`src/rtl/mps_pkg.sv`:
```
package mps_pkg;

    localparam int GPL_N = 6;

    // Decoded pattern word, low bits of the stored word (bit 0 = chip select)
    typedef struct packed {
        logic             xfer;     // bit 10
        logic             step;     // bit 9
        logic             hold_en;  // bit 8
        logic             fin;      // bit 7
        logic [GPL_N-1:0] gp;       // bits 6:1
        logic             cs;       // bit 0
    } mps_word_t;

    localparam int FIELD_W = $bits(mps_word_t);

endpackage

```
`src/rtl/mps_pattern_ram.sv`:
```
module mps_pattern_ram #(
    parameter int IDX_W  = 6,
    parameter int WORD_W = 32
) (
    input  logic              clk,
    input  logic              we,
    input  logic [IDX_W-1:0]  wr_idx,
    input  logic [WORD_W-1:0] wr_data,
    input  logic [IDX_W-1:0]  rd_idx,
    output logic [WORD_W-1:0] rd_data
);
    localparam int DEPTH = 1 << IDX_W;

    logic [WORD_W-1:0] mem [DEPTH];

    always_ff @(posedge clk) begin
        if (we) begin
            mem[wr_idx] <= wr_data;
        end
    end

    assign rd_data = mem[rd_idx];

endmodule

```
`src/rtl/mps_wait_sync.sv`:
```
module mps_wait_sync #(
    parameter int STAGES = 2
) (
    input  logic clk,
    input  logic rst,
    input  logic async_in,
    output logic sync_out
);
    logic [STAGES-1:0] chain_q;

    always_ff @(posedge clk) begin
        if (rst) begin
            chain_q <= '0;
        end else begin
            chain_q[0] <= async_in;
            for (int i = 1; i < STAGES; i++) begin
                chain_q[i] <= chain_q[i-1];
            end
        end
    end

    assign sync_out = chain_q[STAGES-1];

endmodule

```
`src/rtl/mps_burst_ctr.sv`:
```
module mps_burst_ctr #(
    parameter int ADDR_W = 16
) (
    input  logic              clk,
    input  logic              rst,
    input  logic              load,
    input  logic [ADDR_W-1:0] load_val,
    input  logic              inc,
    output logic [ADDR_W-1:0] addr
);
    logic [ADDR_W-1:0] addr_d, addr_q;

    always_comb begin
        addr_d = addr_q;
        if (load) begin
            addr_d = load_val;
        end else if (inc) begin
            addr_d = addr_q + ADDR_W'(1);
        end
    end

    always_ff @(posedge clk) begin
        if (rst) begin
            addr_q <= '0;
        end else begin
            addr_q <= addr_d;
        end
    end

    assign addr = addr_q;

endmodule

```
`src/rtl/mem_pattern_seq.sv`:
```
module mem_pattern_seq
    import mps_pkg::*;
#(
    parameter int IDX_W       = 6,
    parameter int WORD_W      = 32,
    parameter int ADDR_W      = 16,
    parameter int SYNC_STAGES = 2
) (
    input  logic              clk,
    input  logic              rst,
    input  logic              wr_en,
    input  logic [IDX_W-1:0]  wr_idx,
    input  logic [WORD_W-1:0] wr_data,
    input  logic              req_valid,
    input  logic [IDX_W-1:0]  req_idx,
    input  logic [ADDR_W-1:0] req_addr,
    output logic              req_ready,
    input  logic              wait_in,
    output logic              cs_n,
    output logic [GPL_N-1:0]  gpl,
    output logic              xfer_ack,
    output logic [ADDR_W-1:0] burst_addr,
    output logic              busy
);
    typedef struct packed {
        logic              run;
        logic [IDX_W-1:0]  pc;
        logic              pend;
        logic [IDX_W-1:0]  pidx;
        logic [ADDR_W-1:0] paddr;
        logic              cs;
        logic [GPL_N-1:0]  gp;
        logic              ack;
        logic              stepped;
    } seq_state_t;

    seq_state_t st_d, st_q;

    logic [WORD_W-1:0] rd_data;
    mps_word_t         cur;
    logic              wait_s;
    logic              freeze;
    logic              ctr_load;
    logic              ctr_inc;

    mps_pattern_ram #(.IDX_W(IDX_W), .WORD_W(WORD_W)) i_ram (
        .clk     (clk),
        .we      (wr_en && !st_q.run),
        .wr_idx  (wr_idx),
        .wr_data (wr_data),
        .rd_idx  (st_q.pc),
        .rd_data (rd_data)
    );

    mps_wait_sync #(.STAGES(SYNC_STAGES)) i_sync (
        .clk      (clk),
        .rst      (rst),
        .async_in (wait_in),
        .sync_out (wait_s)
    );

    mps_burst_ctr #(.ADDR_W(ADDR_W)) i_ctr (
        .clk      (clk),
        .rst      (rst),
        .load     (ctr_load),
        .load_val (st_q.paddr),
        .inc      (ctr_inc),
        .addr     (burst_addr)
    );

    assign cur = mps_word_t'(rd_data[FIELD_W-1:0]);

    always_comb begin
        st_d     = st_q;
        st_d.ack = 1'b0;
        freeze   = 1'b0;
        ctr_load = 1'b0;
        ctr_inc  = 1'b0;

        if (!st_q.run) begin
            // idle: every strobe released
            st_d.cs = 1'b1;
            st_d.gp = '1;
            if (st_q.pend) begin
                st_d.run     = 1'b1;
                st_d.pc      = st_q.pidx;
                st_d.pend    = 1'b0;
                st_d.stepped = 1'b0;
                ctr_load     = 1'b1;
            end
        end else begin
            freeze  = cur.hold_en && !cur.fin && wait_s;
            ctr_inc = cur.step && !st_q.stepped;
            if (freeze) begin
                st_d.stepped = st_q.stepped | cur.step;
            end else begin
                st_d.cs      = cur.cs;
                st_d.gp      = cur.gp;
                st_d.ack     = cur.xfer;
                st_d.stepped = 1'b0;
                if (cur.fin) begin
                    if (st_q.pend) begin
                        st_d.pc   = st_q.pidx;
                        st_d.pend = 1'b0;
                        ctr_load  = 1'b1;
                    end else begin
                        st_d.run = 1'b0;
                    end
                end else begin
                    st_d.pc = st_q.pc + IDX_W'(1);
                end
            end
        end

        if (req_valid && !st_q.pend) begin
            st_d.pend  = 1'b1;
            st_d.pidx  = req_idx;
            st_d.paddr = req_addr;
        end
    end

    always_ff @(posedge clk) begin
        if (rst) begin
            st_q.run     <= 1'b0;
            st_q.pc      <= '0;
            st_q.pend    <= 1'b0;
            st_q.pidx    <= '0;
            st_q.paddr   <= '0;
            st_q.cs      <= 1'b1;
            st_q.gp      <= '1;
            st_q.ack     <= 1'b0;
            st_q.stepped <= 1'b0;
        end else begin
            st_q <= st_d;
        end
    end

    assign req_ready = !st_q.pend;
    assign cs_n      = st_q.cs;
    assign gpl       = st_q.gp;
    assign xfer_ack  = st_q.ack;
    assign busy      = st_q.run;

endmodule

```
`config.mk`:
```
export PLATFORM = sky130hd
export DESIGN_NAME = mem_pattern_seq
export DESIGN_NICKNAME = d
export VERILOG_FILES = /design/src/rtl/mps_pkg.sv /design/src/rtl/mps_pattern_ram.sv /design/src/rtl/mps_wait_sync.sv /design/src/rtl/mps_burst_ctr.sv /design/src/rtl/mem_pattern_seq.sv
export SDC_FILE = /design/constraint.sdc
export NUM_CORES = 1
export LEC_CHECK = 0
export ABC_AREA = 1
export BUFFER_PORTS_ARGS = -buffer_cell sky130_fd_sc_hd__buf_2
export CAP_MARGIN = 30
export CORE_MARGIN = 2
export CORE_UTILIZATION = 55
export CTS_CLUSTER_DIAMETER = 100
export DETAILED_ROUTE_END_ITERATION = 7
export MAX_ROUTING_LAYER = met4
export PLACE_DENSITY_LB_ADDON = 0.2
export SLEW_MARGIN = 20
export SYNTH_ARGS = -nofsm -noshare
export SYNTH_HDL_FRONTEND = slang
export SYNTH_SLANG_ARGS = --single-unit
export TNS_END_PERCENT = 5
```
`constraint.sdc`:
```
create_clock -name clk -period 5.2 [get_ports clk]
set_input_delay 0.52 -clock clk [delete_from_list [all_inputs] [get_ports clk]]
set_output_delay 0.52 -clock clk [all_outputs]
set_load 0.01 [all_outputs]
```
[Yosys cells after proc, flatten, opt, wreduce, memory -nomap -nowiden]
Memories as Yosys holds them, arrays and structs flattened. A register that Yosys moved wholly into a read port is not among the register bits.
Index checks and enable logic that the tools add are counted.
Operators by class
  add/sub/neg operators: 2
  equality and inequality tests: 4
  mux-type cells: 22
  bitwise gates (word level): 2
  reductions and logical operators: 15
Operator list (count)
  16-bit two-way mux: 2
  8-bit two-way mux: 3
  23-bit two-way mux: 1
  6-bit two-way mux: 3
  16-bit by 1-bit adder with 16-bit output, second input constant: 1
  1-bit two-way mux: 12
  7-bit two-way mux: 1
  6-bit by 1-bit adder with 6-bit output, second input constant: 1
  1-bit logical AND: 5
  1-bit logical NOT: 4
  2-bit nonzero test: 2
  3-bit by 1-bit inequality test with 1-bit output, second input constant: 1
  3-bit by 2-bit inequality test with 1-bit output, second input constant: 1
  3-bit inequality test, second input constant: 1
  3-bit AND reduction: 1
  3-bit OR reduction: 1
  2-bit inequality test, second input constant: 1
  2-bit AND reduction: 1
  2-bit OR reduction: 1
  1-bit NOT: 1
  1-bit bitwise OR: 1
Word-level totals
  register bits after elaboration: 57
  memory bits (writable): 2048
  output and inout port bits: 26
  memories: 1
Memories
  i_ram.mem: depth 64, bits a word 32, read ports 1, clocked after memory_dff 1, write ports 1, RTL line mps_pattern_ram.sv:14  | logic [WORD_W-1:0] mem [DEPTH];

[Depth between registers and ports, before layout]
  word-level depth: 7
  depth in mapped cells: 18

[Hierarchy]
Synthesis repeated with hierarchy kept, for this count alone.
Second synthesis, totals
  cells, all modules: 7126
  area total of the unflattened synthesis: 84861.4 µm²
By module, submodules not included
  mps_pattern_ram: times used 1, cells each 6737, area an instance 82097.5 µm²
  mem_pattern_seq: times used 1, cells each 235, area an instance 1697.9 µm²
  mps_burst_ctr: times used 1, cells each 148, area an instance 1011.0 µm²
  mps_wait_sync: times used 1, cells each 6, area an instance 55.1 µm²

[Worst setup path before layout]
No wires, ideal clock.
  path kind: in2reg
  from: input port wr_en
  to: memory i_ram.mem[0][0] (enable)
  library setup time: 0.378 ns
  arrival time: 1.679 ns
  required time: 4.822 ns
  setup slack: 3.143 ns
  stages on the path: 4
  path through: inv_1 > nor2_1 > nand4_1 > nor2_1
Between the ends
  cells in the longest elaborated chain, start to end: 3
RTL lines
  from (decl): RTL line mem_pattern_seq.sv:11  | input logic wr_en,
  1-bit logical AND: RTL line mem_pattern_seq.sv:48  | .we (wr_en && !st_q.run),
  1-bit two-way mux: RTL line mps_pattern_ram.sv:17  | if (we) begin
  1-bit two-way mux (implied by the code): RTL line mps_pattern_ram.sv:18  | mem[wr_idx] <= wr_data;
  to (decl): RTL line mps_pattern_ram.sv:14
No other way between the ends.

==> results.md <==
* Drt first pass iters at 6
* Ys flop type: edfxtp_1
* RSZ-0062 raised after global routing: false
* Combinational share of power at about 15%
* WHS Endpoint: st_q[17]
* Area Growth Syn to Fin at 12.4%
* Sequential fraction of the synthesis area at between 70 and 80%
* Layout cells sized above 1 at a little over a tenth
* Crit-path max cell delay at roughly 0.68 ns
* Worst min path class: input pin to flop
* Grt ovf at 0
* Setup violations, final at 0
* Part of the cycle the worst path needs at a little under three quarters
* CTS Buf Count at 78
* Resized cells post-CTS at 0
* Req. time, crit path at approximately 5.7 ns
* Synthesized net count at 2,696
* Dominant cell type by area after synthesis: edfxtp_1
* Synth Register Bits at roughly 770
* Routed via count at 20,900
* Die Y-Extent at ~240 µm
* Total GRT Usage at 28.6%
* Slew Limit Fails at 0
* CTS tree: built
* Cts-stage hold buffer count at 0
* Nature of the critical path startpoint: flop
* Largest net degree at the start of global routing at around 160
* Cell Area, Placed at roughly 32,000 µm²
* Static leakage at around 0.012 µW
* Yosys warnings at 0
* Area fraction of the dominant cell type after synthesis at about two thirds
* Final wirelength at 79.7 mm
* Switch Pwr at between 3000 and 4000 µW
* # IOs at 91
* Post-synth cell types at 30
* Status: finished, final reports clean
* Post-route ant nets at 0
* Setup Skew at slightly below 0.03 ns
* Critical path class: flop to flop
* CP max FO at approximately 160
* Period minus WS final at 3.74 ns
* Slew @ Worst Pin at between 1 and 1.5 ns
* Final Instance Area at ~35,000 µm²
* Area of the die at approximately 58,000 µm²
* Post-synth EDFFs at approximately 700
* Top-count cell post-synth: edfxtp_1
* Switch share at 27.6%
* Largest delay share family, worst path: simple AND/OR/NAND/NOR gates
* Post-Syn Area per Cell at approximately 12 µm²
* FMAX at roughly 0.27 GHz
* R2R setup slack at between 1 and 1.5 ns
* Internal Power at between 10,000 and 15,000 µW
* Via/cell ratio at 5.94
* Final hold vios at 0
* Power per cell area at ~420 nW/µm²
* Top post-synthesis cells by area: edfxtp_1 (68%), o21ai_0 (5.3%), nor2_1 (5.0%), nand2_1 (4.8%), dfxtp_1 (4.1%)
* Setup Buffers After CTS at 0
* First-pass GRT wire length at between 100 and 150 mm
* CTS max path bufs at 3
* Synth Instances at 2,629
* R2R Path End: st_q[32]
* Area of the mapped netlist at roughly 31,000 µm²
* Worst slew margin at between 30% and 40%
* Power share of the sequential group at between 40 and 50%
* Critical Path, Cell by Cell: inv_8 > buf_4 > nand2_1 > nand3_1 > nand3_1 > nand2_1 > nand2_1 > nand3_1 > nand3_1 > nand2_1 > nand3_2 > nand2_2 > nor2_1 > nor2_1 > nor2_1
* Worst setup EP type: flop
* Post-layout util at between 60% and 70%
* Synth cell count leaders: edfxtp_1 (704), nor2_1 (412), nand2_1 (394), o21ai_0 (326), nand3_1 (239)
* Initial core utilization at 55.9%
* Critical Path AT at between 4 and 5 ns
* Max_cap viols at 0
* Worst Hold Depth at 3
* Clock power frac at between 30 and 40%
* Port bufs at just under 70
* Vias in the first global route at 19,600
* DRC at 0
* # H-tree levels at 3
* Initial DRC Count at between 2,000 and 2,500
* CTS root buf: clkbuf_16
* Ys async rst share at 0%
* CTS clk-pin slew, worst paths at roughly 0.06 ns
* WL/cell at around 23 µm
* R2R cell count at 15
* Die Wd at roughly 240 µm
* Nets at roughly 2,800
* Routability cong. at 0.854
* Worst hold path startpoint: req_addr[8]
* Core ar. at approximately 55,000 µm²
* Setup TNS Final at 0 ns
* Maximum vdd drop at 0.354 mV
* Slowest CP cell: inv_8
* Initial antenna violation count at 0
* Worst path bufs/invs at 2
* HPWL after detailed placement at between 40 and 50 mm
* Clock sinks at around 770
* Row count at 86
* Worst skew pair latency at approximately 0.63 ns
cells in the final DEF (no fill, tap or decap), types with 3 or more instances in the layout:
master      synthesis  layout
o21bai_1            4       4
nand3_1           239     239
inv_1              54      54
buf_4              21      92
dfxtp_1            63      60
dfxtp_4             0       3
nor2_1            412     410
xor2_1             10      10
buf_2              49      69
o211ai_1           10      10
edfxtp_1          704     704
o22ai_1           116     116
a21oi_1            48      48
clkbuf_16           0      81
nand2_1           394     394
clkbuf_1           89      14
clkinv_1            0      19
buf_12              0       6
nand4_1            10      10
o21ai_0           326     326
nand2_2             5       5
bufinv_16           0       4
buf_6               8       8
o221ai_1           12      12
clkinvlp_2          0       4
xnor2_1             8       8
clkinv_2            0      12
o21ai_1            26      26
cell families after synthesis:
| group | after synthesis | share of synthesized area, % |
|---|---|---|
| simple gates | 1067 | 14.1 |
| flops | 767 | 72.3 |
| compound gates | 544 | 9.53 |
| buf+inv | 231 | 3.45 |
| xor+xnor | 18 | 0.509 |
| fa+ha+maj | 2 | 0.0808 |
metal layers:
| metal | wire [µm] | global-route usage [%] |
|---|---|---|
| met1 | 32000 | 38.1 |
| met2 | 37400 | 43.2 |
| met3 | 7310 | 5.67 |
| met4 | 2980 | 12.1 |
| met5 | 0 | - |
through the flow:
step	worst slack (ns)	power, µW	hold WS, ns	cells
after floorplan	3.14	8370	0.388	2629
final	1.46	14500	0.134	3523
after detailed placement	1.51	9190	0.406	3368
after CTS	1.50	14500	0.104	3509
after global routing	1.11	15000	0.136	3521
after global placement	1.57	9130	0.398	3319
tightest hold or removal path: stages:
cell	delay, ns
buf_2	0.07
nor2_1	0.03
nor2_1	0.08
worst max path at each step:
stage / start / end / cells after the start
after detailed placement: flop / st_q[32] / 15
after global routing: flop / st_q[32] / 15
after floorplan: wr_en / i_ram.mem[0][0] / 4
after CTS: flop / st_q[32] / 15
after global placement: flop / flop / 15
final: flop / st_q[32] / 15
registers in the layout, indices dropped and copies added, names as in the netlist, named ones only:
signal / flops
xfer_ack: 1
st_q: 30
gpl: 6
i_ctr.addr: 16
i_ram.mem: 704
cs_n: 1
i_sync.chain_q: 2
busy: 1
area by class of cell:
class	instances	area, µm²
multi-input cells	1631	7510
clock buffers	97	2110
fillers	4220	20600
repair buffers	176	1270
flip-flops and latches	767	22400
clock inverters	44	328
inverters	58	228
well taps	748	936
diodes	2	5.00
power by group through the flow:
stage | combinational, µW | sequential [µW] | clock (µW)
6_report | 2230 | 6880 | 5350
4_1_cts | 2190 | 6880 | 5400
2_1_floorplan | 1400 | 6970 | 0
5_1_grt | 2430 | 6880 | 5650
3_3_place_gp | 2130 | 7010 | 0
3_5_place_dp | 2180 | 7010 | 0
Note: power is estimated with default switching activity, not from simulation.
